--- config.mk ---
export PLATFORM = sky130hd
export DESIGN_NAME = mgf_testgen
export DESIGN_NICKNAME = d
export VERILOG_FILES = /design/src/rtl/mgf_testgen_pkg.sv /design/src/rtl/mgf_gate_apply.sv /design/src/rtl/mgf_backprop.sv /design/src/rtl/mgf_lane_bank.sv /design/src/rtl/mgf_testgen.sv
export SDC_FILE = /design/constraint.sdc
export NUM_CORES = 1
export LEC_CHECK = 0
export BUFFER_PORTS_ARGS = -buffer_cell sky130_fd_sc_hd__buf_2
export CAP_MARGIN = 10
export CORE_MARGIN = 2
export CORE_UTILIZATION = 45
export CTS_CLUSTER_SIZE = 16
export DETAILED_ROUTE_END_ITERATION = 8
export PLACE_DENSITY = 0.67
export SYNTH_ARGS = -nofsm -noshare
export SYNTH_HDL_FRONTEND = slang
export SYNTH_SLANG_ARGS = --single-unit
--- constraint.sdc ---
create_clock -name clk -period 2.2 [get_ports clk]
set_input_delay 0.44 -clock clk [delete_from_list [all_inputs] [get_ports clk]]
set_output_delay 0.44 -clock clk [all_outputs]
set_load 0.01 [all_outputs]
--- src/rtl/mgf_testgen_pkg.sv ---
package mgf_testgen_pkg;

  typedef enum logic [2:0] {
    TG_IDLE,
    TG_BACK,
    TG_SIM,
    TG_CMP,
    TG_EMIT,
    TG_ADV,
    TG_DONE
  } tg_state_e;

endpackage

--- src/rtl/mgf_gate_apply.sv ---
module mgf_gate_apply #(
  parameter int LINES = 4,
  parameter int TW    = 2
) (
  input  logic [LINES-1:0] vec_i,
  input  logic [LINES-1:0] ctrl_i,
  input  logic [TW-1:0]    tgt_i,
  input  logic             en_i,
  output logic [LINES-1:0] vec_o
);

  logic [LINES-1:0] tmask;
  logic [LINES-1:0] ctrl_eff;
  logic             fire;

  for (genvar l = 0; l < LINES; l++) begin : g_tdec
    assign tmask[l] = (tgt_i == TW'(l));
  end

  assign ctrl_eff = ctrl_i & ~tmask;
  assign fire     = en_i && (&(vec_i | ~ctrl_eff));
  assign vec_o    = fire ? (vec_i ^ tmask) : vec_i;

endmodule

--- src/rtl/mgf_backprop.sv ---
module mgf_backprop #(
  parameter int LINES = 4,
  parameter int TW    = 2
) (
  input  logic             clk,
  input  logic             rst_n,
  input  logic             load_i,
  input  logic             step_i,
  input  logic [LINES-1:0] ctrl_i,
  input  logic [TW-1:0]    tgt_i,
  output logic [LINES-1:0] vec_o,
  output logic [LINES-1:0] next_o
);

  logic [LINES-1:0] vec_q;

  mgf_gate_apply #(.LINES(LINES), .TW(TW)) u_inv (
    .vec_i (vec_q),
    .ctrl_i(ctrl_i),
    .tgt_i (tgt_i),
    .en_i  (1'b1),
    .vec_o (next_o)
  );

  always_ff @(posedge clk) begin
    if (!rst_n)      vec_q <= '1;
    else if (load_i) vec_q <= '1;
    else if (step_i) vec_q <= next_o;
  end

  assign vec_o = vec_q;


  reload_ones_chk: assert property (@(posedge clk) disable iff (!rst_n)
    $past(load_i) |-> vec_q == '1);

endmodule

--- src/rtl/mgf_lane_bank.sv ---
module mgf_lane_bank #(
  parameter int LINES = 4,
  parameter int GATES = 4,
  parameter int TW    = 2,
  parameter int GW    = 2
) (
  input  logic             clk,
  input  logic             rst_n,
  input  logic             load_i,
  input  logic [LINES-1:0] load_vec_i,
  input  logic             step_i,
  input  logic [GW-1:0]    gidx_i,
  input  logic [LINES-1:0] ctrl_i,
  input  logic [TW-1:0]    tgt_i,
  output logic [GATES-1:0] det_o
);

  localparam int NLANE = GATES + 1;

  logic [LINES-1:0] lane_q [NLANE];
  logic [LINES-1:0] lane_d [NLANE];
  logic [NLANE-1:0] lane_en;

  assign lane_en[0] = 1'b1;
  for (genvar j = 0; j < GATES; j++) begin : g_skip
    assign lane_en[j+1] = (gidx_i != GW'(j));
  end

  for (genvar k = 0; k < NLANE; k++) begin : g_lane
    mgf_gate_apply #(.LINES(LINES), .TW(TW)) u_fwd (
      .vec_i (lane_q[k]),
      .ctrl_i(ctrl_i),
      .tgt_i (tgt_i),
      .en_i  (lane_en[k]),
      .vec_o (lane_d[k])
    );

    always_ff @(posedge clk) begin
      if (!rst_n)      lane_q[k] <= '0;
      else if (load_i) lane_q[k] <= load_vec_i;
      else if (step_i) lane_q[k] <= lane_d[k];
    end
  end

  for (genvar j = 0; j < GATES; j++) begin : g_det
    assign det_o[j] = (lane_q[j+1] != lane_q[0]);
  end


  lanes_agree_on_load_chk: assert property (@(posedge clk) disable iff (!rst_n)
    $past(load_i) |-> det_o == '0);

endmodule

--- src/rtl/mgf_testgen.sv ---
module mgf_testgen
  import mgf_testgen_pkg::*;
#(
  parameter int LINES = 4,
  parameter int GATES = 4,
  localparam int TW = (LINES > 1) ? $clog2(LINES) : 1,
  localparam int CW = $clog2(GATES + 1)
) (
  input  logic                   clk,
  input  logic                   rst_n,
  input  logic                   start,
  input  logic [GATES*LINES-1:0] gate_ctrl,
  input  logic [GATES*TW-1:0]    gate_tgt,
  output logic                   busy,
  output logic                   done,
  output logic                   vec_valid,
  input  logic                   vec_ready,
  output logic [LINES-1:0]       vec_data,
  output logic [CW-1:0]          vec_count,
  output logic [GATES-1:0]       left_mask
);

  localparam int GW = (GATES > 1) ? $clog2(GATES) : 1;
  localparam logic [GW-1:0] LAST_G = GW'(GATES - 1);

  tg_state_e        state_q;
  logic [GW-1:0]    cand_q, bstep_q, sstep_q;
  logic [GATES-1:0] pend_q;
  logic [CW-1:0]    cnt_q;

  logic             start_ok, last_adv;
  logic             bp_load, bp_step, ln_load, ln_step;
  logic [LINES-1:0] bp_vec, bp_next;
  logic [LINES-1:0] ctrl_b, ctrl_s;
  logic [TW-1:0]    tgt_b, tgt_s;
  logic [GATES-1:0] det, fresh;

  assign start_ok = start && (state_q == TG_IDLE || state_q == TG_DONE);
  assign last_adv = (pend_q == '0) || (cand_q == LAST_G);

  assign ctrl_b = gate_ctrl[int'(bstep_q)*LINES +: LINES];
  assign tgt_b  = gate_tgt[int'(bstep_q)*TW +: TW];
  assign ctrl_s = gate_ctrl[int'(sstep_q)*LINES +: LINES];
  assign tgt_s  = gate_tgt[int'(sstep_q)*TW +: TW];

  assign bp_load = start_ok || (state_q == TG_ADV && !last_adv);
  assign bp_step = (state_q == TG_BACK);
  assign ln_load = (state_q == TG_BACK) && (bstep_q == '0);
  assign ln_step = (state_q == TG_SIM);

  mgf_backprop #(.LINES(LINES), .TW(TW)) u_back (
    .clk   (clk),
    .rst_n (rst_n),
    .load_i(bp_load),
    .step_i(bp_step),
    .ctrl_i(ctrl_b),
    .tgt_i (tgt_b),
    .vec_o (bp_vec),
    .next_o(bp_next)
  );

  mgf_lane_bank #(.LINES(LINES), .GATES(GATES), .TW(TW), .GW(GW)) u_lanes (
    .clk       (clk),
    .rst_n     (rst_n),
    .load_i    (ln_load),
    .load_vec_i(bp_next),
    .step_i    (ln_step),
    .gidx_i    (sstep_q),
    .ctrl_i    (ctrl_s),
    .tgt_i     (tgt_s),
    .det_o     (det)
  );

  assign fresh = pend_q & det;

  always_ff @(posedge clk) begin
    if (!rst_n) begin
      state_q <= TG_IDLE;
      cand_q  <= '0;
      bstep_q <= '0;
      sstep_q <= '0;
      pend_q  <= '0;
      cnt_q   <= '0;
    end else begin
      case (state_q)
        TG_IDLE, TG_DONE: begin
          if (start_ok) begin
            state_q <= TG_BACK;
            cand_q  <= '0;
            bstep_q <= '0;
            pend_q  <= '1;
            cnt_q   <= '0;
          end
        end
        TG_BACK: begin
          if (bstep_q == '0) begin
            state_q <= TG_SIM;
            sstep_q <= '0;
          end else begin
            bstep_q <= bstep_q - GW'(1);
          end
        end
        TG_SIM: begin
          if (sstep_q == LAST_G) state_q <= TG_CMP;
          else                   sstep_q <= sstep_q + GW'(1);
        end
        TG_CMP: begin
          pend_q  <= pend_q & ~det;
          state_q <= (fresh != '0) ? TG_EMIT : TG_ADV;
        end
        TG_EMIT: begin
          if (vec_ready) begin
            cnt_q   <= cnt_q + CW'(1);
            state_q <= TG_ADV;
          end
        end
        TG_ADV: begin
          if (last_adv) begin
            state_q <= TG_DONE;
          end else begin
            state_q <= TG_BACK;
            cand_q  <= cand_q + GW'(1);
            bstep_q <= cand_q + GW'(1);
          end
        end
        default: state_q <= TG_IDLE;
      endcase
    end
  end

  assign busy      = (state_q != TG_IDLE) && (state_q != TG_DONE);
  assign done      = (state_q == TG_DONE);
  assign vec_valid = (state_q == TG_EMIT);
  assign vec_data  = bp_vec;
  assign vec_count = cnt_q;
  assign left_mask = pend_q;


  hold_under_stall_chk: assert property (@(posedge clk) disable iff (!rst_n)
    vec_valid && !vec_ready |=> vec_valid && $stable(vec_data));


  count_tracks_beats_chk: assert property (@(posedge clk) disable iff (!rst_n)
    (cnt_q != $past(cnt_q)) |-> ($past(vec_valid && vec_ready) || $past(start_ok)));


  pending_only_shrinks_chk: assert property (@(posedge clk) disable iff (!rst_n)
    ((pend_q & ~$past(pend_q)) != '0) |-> $past(start_ok));


  beat_drops_fault_chk: assert property (@(posedge clk) disable iff (!rst_n)
    $rose(vec_valid) |-> pend_q != $past(pend_q));


  full_cover_chk: assert property (@(posedge clk) disable iff (!rst_n)
    done |-> left_mask == '0 && !busy);

endmodule

==> results_dict.tcl, run 1 <==
set metrics [dict create \
    status "complete, no violations" \
    cp.required_ns 2.24 \
    synth_enable_flop_cells 20 \
    grt-ovfl-total 0 \
    layout.cells.non_filler 486 \
    rsz0062_at_grt "yes" \
    async_flop_share_pct 0 \
    cts_tree "done" \
    clk_latency_ns 0.29 \
    fmax_mhz 461 \
    crit_type "flip-flop to flip-flop" \
    powerDensity_nw_per_um2 834 \
    clock_sinks 40 \
    reg2reg_from "bstep_q[0]" \
    drive_gt1_share_pct 35.2 \
    finalPower_uw 3250 \
    reg2reg_setup_slack_ns 0.03 \
    die-height_microns 87.1 \
    netlist_area_sq_um 3110 \
    numCtsBuffers 5 \
    worst_pin_slew_ns 0.425 \
    ir_drop_mv 0.494 \
    final.min_clock_period_ns 2.17 \
    rows 30 \
    max_cap_violations 0 \
    clk_pin_slew_ns 0.08 \
    ant_nets 0 \
    slew_headroom_pct 71.6 \
    ios 42 \
    cp_num_cells 7 \
    synth_top_area_share_pct 19.3 \
    dieWidth_microns 87.1 \
    synth-seq-area-share_pct 32.2 \
    hold_viol 0 \
    core_sq_um 6760 \
    slowest_delay_ns 0.56 \
    io_buffer_count 41 \
    routed-via-count 2726 \
    htree_levels 2 \
    cpMaxStageDelayCell "mux4_2" \
    dp_cells 469 \
    wl_per_cell_microns 16.5 \
    final_cell_mix "44 x buf_4, 41 x buf_2, 25 x xnor2_1, 22 x nand2_1, 20 x edfxtp_1" \
    final_nets 440 \
    critPathLaunchType "flip-flop" \
    hold_class "input port to flip-flop" \
    synthFlopType "edfxtp_1" \
    clockRootBuffer "clkbuf_8" \
    cp-end-kind "flip-flop" \
    initial_core_util_pct 46.0 \
    r2r-end "u_lanes.lane_q[1][1]" \
    grt_use_total_pct 22.3 \
    arrival_ns 2.21 \
    grt_antenna_before_repair 0 \
    crit_start "bstep_q[0]" \
    fin_worst_skew_ns 0.0102 \
    crit_fanout 7 \
    cts_buffer_depth 2 \
    die_area_sq_um 7590 \
    setup_viol 0 \
    grt_max_degree 17 \
    grt_pass1_vias 2710 \
    syn_nets 366 \
    maxSlewViolCount 0 \
    path_buf_inv 2 \
    grt_first_pass_wirelength_mm 13.2 \
    diodes 0 \
    ys_warn_count 0 \
    firstDrtPassIters 4 \
    drc_errors 0 \
    r2r_cells 7 \
    worstPathCellList "buf_12 -> mux4_2 -> a221oi_4 -> nand2_1 -> mux2i_2 -> buf_6 -> o21ai_2" \
    synth_area_per_cell_sq_um 9.39 \
    place.gp.congestion 0.875 \
    netlist_top_cells_area "edfxtp_1 19%, dfxtp_1 13%, mux4_2 8.0%" \
    drt_iter0_drc 153 \
    dp_hpwl_mm 6.22 \
    netlist_instances 331 \
    period_share_pct 98.7 \
    drt_wl_total_mm 8.03 \
    total_leakage_power_uw 0.00157 \
    syn_to_final_growth_pct 25.2 \
    yosys.area.top_type "edfxtp_1" \
    via_per_inst 5.61 \
    final_common_cell "buf_4" \
    cp_top_family "multiplexers" \
    min_path_cells 3 \
    ys_seq_elements 40 \
    ys_types 59 \
    utilization_pct 57.6 \
    critPathCapture "u_lanes.lane_q[1][1]" \
]
[metal layers]
layer	share of wire [%]	vias up	track usage, %
met2	51	59	38.9
met5	0	-	0
met1	45	1324	29.0
met4	0.61	0	3.92
met3	3.6	4	4.74
li1	-	1339	-
[power by group]
group | switching (uW) | internal, uW
registers | 213 | 971
clock network | 264 | 337
logic | 738 | 724
total | 1210 | 2030
[state kept, by name, indices dropped and copies added (netlist names)]
signal	flops
vec_count	3
u_back.vec_o	4
cand_q	2
u_lanes.lane_q	20
left_mask	4
bstep_q	2
state_q	3
sstep_q	2
[layout make-up]
class | instances | area, sq um
fillers | 585 | 2870
clock buffers | 5 | 68.8
inverters | 17 | 63.8
multi-input cells | 253 | 2030
clock inverters | 3 | 41.3
well taps | 80 | 100
flip-flops and latches | 40 | 1010
repair buffers | 88 | 578
[worst min path at each step]
stage	slack, ns	from	end
after floorplan	0.51	left_mask[2]	left_mask[2]
after global placement	0.48	vec_count[1]	vec_count[1]
after detailed placement	0.50	vec_count[1]	vec_count[1]
after CTS	0.46	vec_ready	vec_count[1]
after global routing	0.46	vec_ready	vec_count[1]
final	0.45	vec_ready	vec_count[1]
[repair_timing]
action                     4_1_cts  5_1_grt
setup endpoints to repair       26       38
buffers inserted                 1        8
resized for setup                2       19
hold buffers                     0        0
pin swaps                        3        8
hold endpoints to repair         0        0
[tightest hold or removal path, stage by stage]
cell and delay (ns):
buf_2 0.12, nand3_1 0.07, a21boi_0 0.07
[synthesized netlist by cell type (2+ instances only)]
master / count
nand4_1: 3
xor2_1: 17
nor2_1: 17
xnor2_1: 25
inv_1: 17
mux4_2: 11
nor4_1: 4
nand2b_1: 18
mux2i_4: 2
a211oi_1: 2
ha_1: 7
buf_2: 2
edfxtp_1: 20
a21boi_2: 2
o21ai_1: 19
and2_1: 4
nand2_2: 2
o31ai_1: 2
o21ai_0: 16
a21oi_1: 15
nand3b_1: 2
a2bb2oi_1: 4
nor2b_1: 4
buf_6: 3
o41ai_1: 2
nand2_1: 22
o211ai_1: 2
o22ai_1: 5
a21boi_0: 8
clkbuf_1: 15
dfxtp_1: 20
nor3b_1: 2
a311oi_1: 2
nand3_1: 10
[stage by stage]
step	hold slack [ns]	setup TNS (ns)	worst slack, ns	instance area, sq um
2_1_floorplan	0.511	0	0.00841	3130
3_3_place_gp	0.481	-0.864	-0.0589	3620
3_5_place_dp	0.503	-1.28	-0.0723	3620
4_1_cts	0.455	0	0.000553	3750
5_1_grt	0.460	-0.205	-0.0275	3890
6_report	0.453	0	0.0295	3890
[cells by family (layout without fill, tap and decap cells)]
logic type / count (synthesis) / count (layout) / share of synthesized area, %
buffers and inverters: 38 / 113 / 5.51
muxes: 16 / 16 / 11.0
xor gates and xnor gates: 42 / 42 / 11.8
adders and majority gates: 7 / 7 / 2.82
DFF: 40 / 40 / 32.2
AOI/OAI and AO/OA: 89 / 89 / 19.1
and+or+nand+nor: 99 / 99 / 17.5
Note: power is estimated with default switching activity, not from simulation.
==> run 2: changes to the inputs <==
- PLACE_DENSITY: 0.67 -> unset
- clock period: 2.2 -> 2 ns (I/O delays scaled with it)
==> results_dict.tcl, run 2 (synthesis gave the netlist of run 1 again) <==
set metrics [dict create \
    cp.required_ns 2.04 \
    cp-end-kind "flip-flop" \
    clock_sinks 40 \
    r2r_cells 6 \
    drc_errors 0 \
    place.gp.congestion 0.918 \
    cts_tree "done" \
    via_per_inst 5.62 \
    grt-ovfl-total 0 \
    reg2reg_setup_slack_ns -0.17 \
    grt_max_degree 21 \
    hold_viol 0 \
    fin_tns_setup_ns -5.14 \
    seqPwrFrac_pct 34.9 \
    htree_levels 2 \
    comb_power_share_pct 47.1 \
    fmax_mhz 461 \
    routed-via-count 2735 \
    status "finished, violations left" \
    drt_wl_total_mm 8.06 \
    ir_drop_mv 0.513 \
    switching_share_pct 37.7 \
    grt_pass1_vias 2688 \
    dieWidth_microns 87.1 \
    netSwitchingPower_uw 1390 \
    ant_nets 0 \
    firstDrtPassIters 4 \
    largest_register "u_lanes.lane_q" \
    die_area_sq_um 7590 \
    fin_area_sq_um 4020 \
    final_nets 441 \
    clockRootBuffer "clkbuf_8" \
    worst_pin_slew_ns 0.411 \
    slew_headroom_pct 72.4 \
    core_sq_um 6760 \
    final_common_cell "buf_4" \
    clk_pin_slew_ns 0.08 \
    hold_class "input port to flip-flop" \
    rows 30 \
    crit_fanout 6 \
    critPathLaunchType "flip-flop" \
    r2r-end "u_lanes.lane_q[1][0]" \
    drt_iter0_drc 174 \
    numCtsBuffers 5 \
    grt_util_met2_pct 38.0 \
    met3_usage_pct 3.79 \
    worst_slack_ns -0.170 \
    final_cell_mix "42 x buf_4, 41 x buf_2, 25 x xnor2_1, 22 x nand2_1, 20 x edfxtp_1" \
    period_share_pct 108 \
    final.min_clock_period_ns 2.17 \
    met1_usage_pct 30.2 \
    worstPathCellList "buf_12 -> mux4_2 -> a221oi_4 -> nand2_2 -> mux2i_4 -> o21ai_1" \
    min_from "vec_ready" \
    largest_reg_flops 20 \
    max_cap_violations 0 \
    intPower_uw 2290 \
    maxSlewViolCount 0 \
    cpMaxStageDelayCell "mux4_2" \
    reg2reg_from "bstep_q[0]" \
    violations "setup timing" \
    fill_cells 617 \
    grt_antenna_before_repair 0 \
    syn_to_final_growth_pct 29.4 \
    fin_worst_skew_ns 0.00604 \
    diodes 0 \
    die-height_microns 87.1 \
    powerDensity_nw_per_um2 914 \
    drive_gt1_share_pct 38.8 \
    busiest_layer "met2" \
    cts_buffer_depth 2 \
    initial_core_util_pct 46.0 \
    ios 42 \
    power_frac_clock_pct 18.0 \
    rsz0062_at_grt "yes" \
    io_buffer_count 41 \
    clk_latency_ns 0.30 \
    min_to "vec_count[1]" \
    grt_use_total_pct 22.8 \
    wl_per_cell_microns 16.5 \
    dp_hpwl_mm 6.09 \
    grt_first_pass_wirelength_mm 13.4 \
    min_path_cells 3 \
    postPlaceCellArea_sq_um 3650 \
    total_leakage_power_uw 0.00161 \
    slowest_delay_ns 0.53 \
    crit_type "flip-flop to flip-flop" \
    arrival_ns 2.21 \
    setup_viol 40 \
]
## run 2: cell count changes in the layout (fill, tap and decap cells not counted), moves of 3 or more
cell and delta:
o21ai_2 +3, buf_6 +3, o21ai_0 -5, nand3_1 -3, nand3_2 +3
## run 2: power groups by stage
stage	clock network, uW	registers [uW]	logic (uW)
after floorplan	0	1200	1100
after global placement	0	1290	1480
after detailed placement	0	1290	1510
after CTS	678	1280	1630
after global routing	712	1310	1900
final	662	1280	1730
## run 2: stage by stage
step                      hold WS (ns)  std cells  utilization (%)  worst slack, ns  total power [uW]
after floorplan                  0.511        331                -           -0.174              2300
after global placement           0.483        470             54.0           -0.298              2770
after detailed placement         0.498        470             54.0           -0.352              2800
after CTS                        0.401        484             57.9           -0.171              3590
after global routing             0.407        487             59.6           -0.243              3920
final                            0.406        487             59.6           -0.170              3680
## run 2: worst max path at each step
stage          cells past startpoint        start                    to
3_3_place_gp                       6  gate_tgt[6]  u_lanes.lane_q[4][2]
5_1_grt                            6   bstep_q[0]  u_lanes.lane_q[1][0]
6_report                           6   bstep_q[0]  u_lanes.lane_q[1][0]
3_5_place_dp                       6  gate_tgt[6]  u_lanes.lane_q[4][3]
4_1_cts                            6   bstep_q[0]  u_lanes.lane_q[1][0]
2_1_floorplan                      6   sstep_q[0]  u_lanes.lane_q[2][0]
## run 2: area by class of cell
cell class | count | area (sq um) | share of cell area, %
Clock buffer | 6 | 72.6 | 1.80
Clock inverter | 2 | 35.0 | 0.871
Inverter | 17 | 63.8 | 1.59
Multi-Input combinational cell | 253 | 2150 | 53.4
Sequential cell | 40 | 1010 | 25.1
Tap cell | 80 | 100 | 2.49
Timing Repair Buffer | 89 | 597 | 14.8
## run 2: per-layer routing
| layer | part of all wire (%) | wire length [microns] |
|---|---|---|
| met4 | 1.9 | 150 |
| met5 | 0 | 0 |
| met1 | 45 | 3660 |
| met2 | 49 | 3980 |
| met3 | 3.3 | 267 |
## run 2: timing repair
item,in CTS,in global routing
pin swaps,14,7
setup endpoints to repair,42,44
buffers inserted,6,3
resized for setup,27,21
hold buffers,0,0
## run 2: critical path, delay by kind of cell, from the launching register on
family | cells | cell delay [ns]
multiplexers | 2 | 0.82
AO/OA/AOI/OAI | 2 | 0.49
flip-flops | 1 | 0.36
buffers and inverters | 1 | 0.12
AND/OR/NAND/NOR | 1 | 0.12
==> run 3: changes to the inputs <==
- REMOVE_ABC_BUFFERS: unset -> 1
==> results_dict.tcl, run 3 (synthesis gave the netlist of run 1 again) <==
set metrics [dict create \
    status "finished, violations left" \
    dieWidth_microns 87.1 \
    arrival_ns 2.21 \
    cp_top_family "multiplexers" \
    clk_pin_slew_ns 0.09 \
    maxSlewViolCount 0 \
    io_buffer_count 41 \
    routed-via-count 2735 \
    r2r_cells 7 \
    worst_pin_slew_ns 0.369 \
    worstPathCellList "buf_12 -> mux4_2 -> a221oi_4 -> nand2_1 -> mux2i_2 -> buf_4 -> o21ai_1" \
    grt_max_degree 21 \
    die-height_microns 87.1 \
    firstDrtPassIters 5 \
    drive_gt1_share_pct 37.6 \
    grt_use_total_pct 22.9 \
    place.gp.congestion 0.888 \
    fill_cells 616 \
    ir_drop_mv 0.437 \
    diodes 0 \
    rows 30 \
    worst_slack_ns -0.157 \
    clock_sinks 40 \
    ant_nets 0 \
    via_per_inst 5.58 \
    total_leakage_power_uw 0.00162 \
    dp_hpwl_mm 6.33 \
    dp_cells 481 \
    min_to "vec_count[1]" \
    drt_wl_total_mm 8.20 \
    fin_tns_setup_ns -4.72 \
    grt_antenna_before_repair 0 \
    layout.cells.non_filler 490 \
    cts_buffer_depth 2 \
    clk_latency_ns 0.30 \
    path_buf_inv 2 \
    final_cell_mix "47 x buf_4, 41 x buf_2, 24 x xnor2_1, 22 x nand2_1, 20 x edfxtp_1" \
    r2r-end "u_lanes.lane_q[3][1]" \
    violations "setup timing" \
    min_from "vec_ready" \
    finalPower_uw 3640 \
    htree_levels 2 \
    reg2reg_from "bstep_q[0]" \
    fin_worst_skew_ns 0.00893 \
    cp-end-kind "flip-flop" \
    largest_register "u_lanes.lane_q" \
    initial_core_util_pct 46.0 \
    hold_class "input port to flip-flop" \
    clockRootBuffer "clkbuf_8" \
    core_sq_um 6760 \
    cts_tree "done" \
    die_area_sq_um 7590 \
    largest_reg_flops 20 \
    slowest_delay_ns 0.56 \
    ios 42 \
    grt-ovfl-total 0 \
    numCtsBuffers 5 \
    drc_errors 0 \
    grt_pass1_vias 2881 \
    drt_iter0_drc 166 \
    powerDensity_nw_per_um2 913 \
    reg2reg_setup_slack_ns -0.16 \
    wl_per_cell_microns 16.7 \
    grt_first_pass_wirelength_mm 13.6 \
    max_cap_violations 0 \
    setup_viol 35 \
    rsz0062_at_grt "yes" \
    final_nets 444 \
    final_common_cell "buf_4" \
    hold_viol 0 \
    cp.required_ns 2.05 \
    min_path_cells 3 \
    crit_fanout 5 \
    period_share_pct 108 \
    slew_headroom_pct 75.4 \
    crit_type "flip-flop to flip-flop" \
    cpMaxStageDelayCell "mux4_2" \
    syn_to_final_growth_pct 28.2 \
    final.min_clock_period_ns 2.16 \
    critPathLaunchType "flip-flop" \
    fmax_mhz 464 \
]
## run 3: cell types whose count changed in the layout (fill, tap and decap cells not counted), moves of 3 or more
cell / change
a21oi_1: +3
o21ai_0: +4
nand3_2: -3
buf_6: -3
buf_4: +5
o21ai_1: -3
## run 3: worst register-to-register path, delay by kind of cell, from the launching register on
kind            cells  cell delay, ns
buf+inv             2            0.30
flops               1            0.36
mux                 2            0.74
simple gates        1            0.12
compound gates      2            0.39
## run 3: area by class of cell
| class | count | area (sq um) | area share (%) |
|---|---|---|---|
| Sequential cell | 40 | 1010 | 25.3 |
| Timing Repair Buffer | 92 | 621 | 15.6 |
| Inverter | 17 | 63.8 | 1.60 |
| Multi-Input combinational cell | 253 | 2090 | 52.3 |
| Clock inverter | 2 | 15.0 | 0.377 |
| Clock buffer | 6 | 93.8 | 2.35 |
| Tap cell | 80 | 100 | 2.51 |
## run 3: timing repair
action	4_1_cts	5_1_grt
pin swaps	10	5
setup buffers	1	0
hold buffers	0	0
gates resized for setup	20	17
setup endpoints to repair	41	44
hold endpoints to repair	0	0
## run 3: per-layer routing
layer	global-route usage (%)	part of all wire, %	up-vias	wire length (microns)
met3	2.84	3.3	12	267
li1	-	-	1345	-
met2	40.5	50	50	4070
met4	6.29	1.3	0	106
met5	0	0	-	0
met1	29.5	46	1328	3750
## run 3: worst max-delay path by stage
stage | to | cells after the start | startpoint
finish | u_lanes.lane_q[3][1] | 7 | bstep_q[0]
global route | u_lanes.lane_q[2][3] | 7 | sstep_q[0]
global placement | u_lanes.lane_q[0][2] | 5 | sstep_q[0]
floorplan | u_lanes.lane_q[0][0] | 4 | sstep_q[0]
detailed placement | u_lanes.lane_q[0][2] | 5 | sstep_q[0]
CTS | u_lanes.lane_q[3][3] | 7 | sstep_q[0]
## run 3: power breakdown
group	total (uW)	switching, uW	internal, uW
Sequential	1270	206	1070
Clock	657	330	327
Combinational	1710	872	838
## run 3: metrics by stage
step	setup slack, ns	hold slack [ns]	util, %	cell area, sq um
after global routing	-0.255	0.456	59.0	3990
after detailed placement	-0.331	0.506	54.9	3710
after CTS	-0.154	0.405	57.6	3890
after floorplan	-0.667	0.511	-	3000
after global placement	-0.287	0.482	54.9	3710
final	-0.157	0.411	59.0	3990
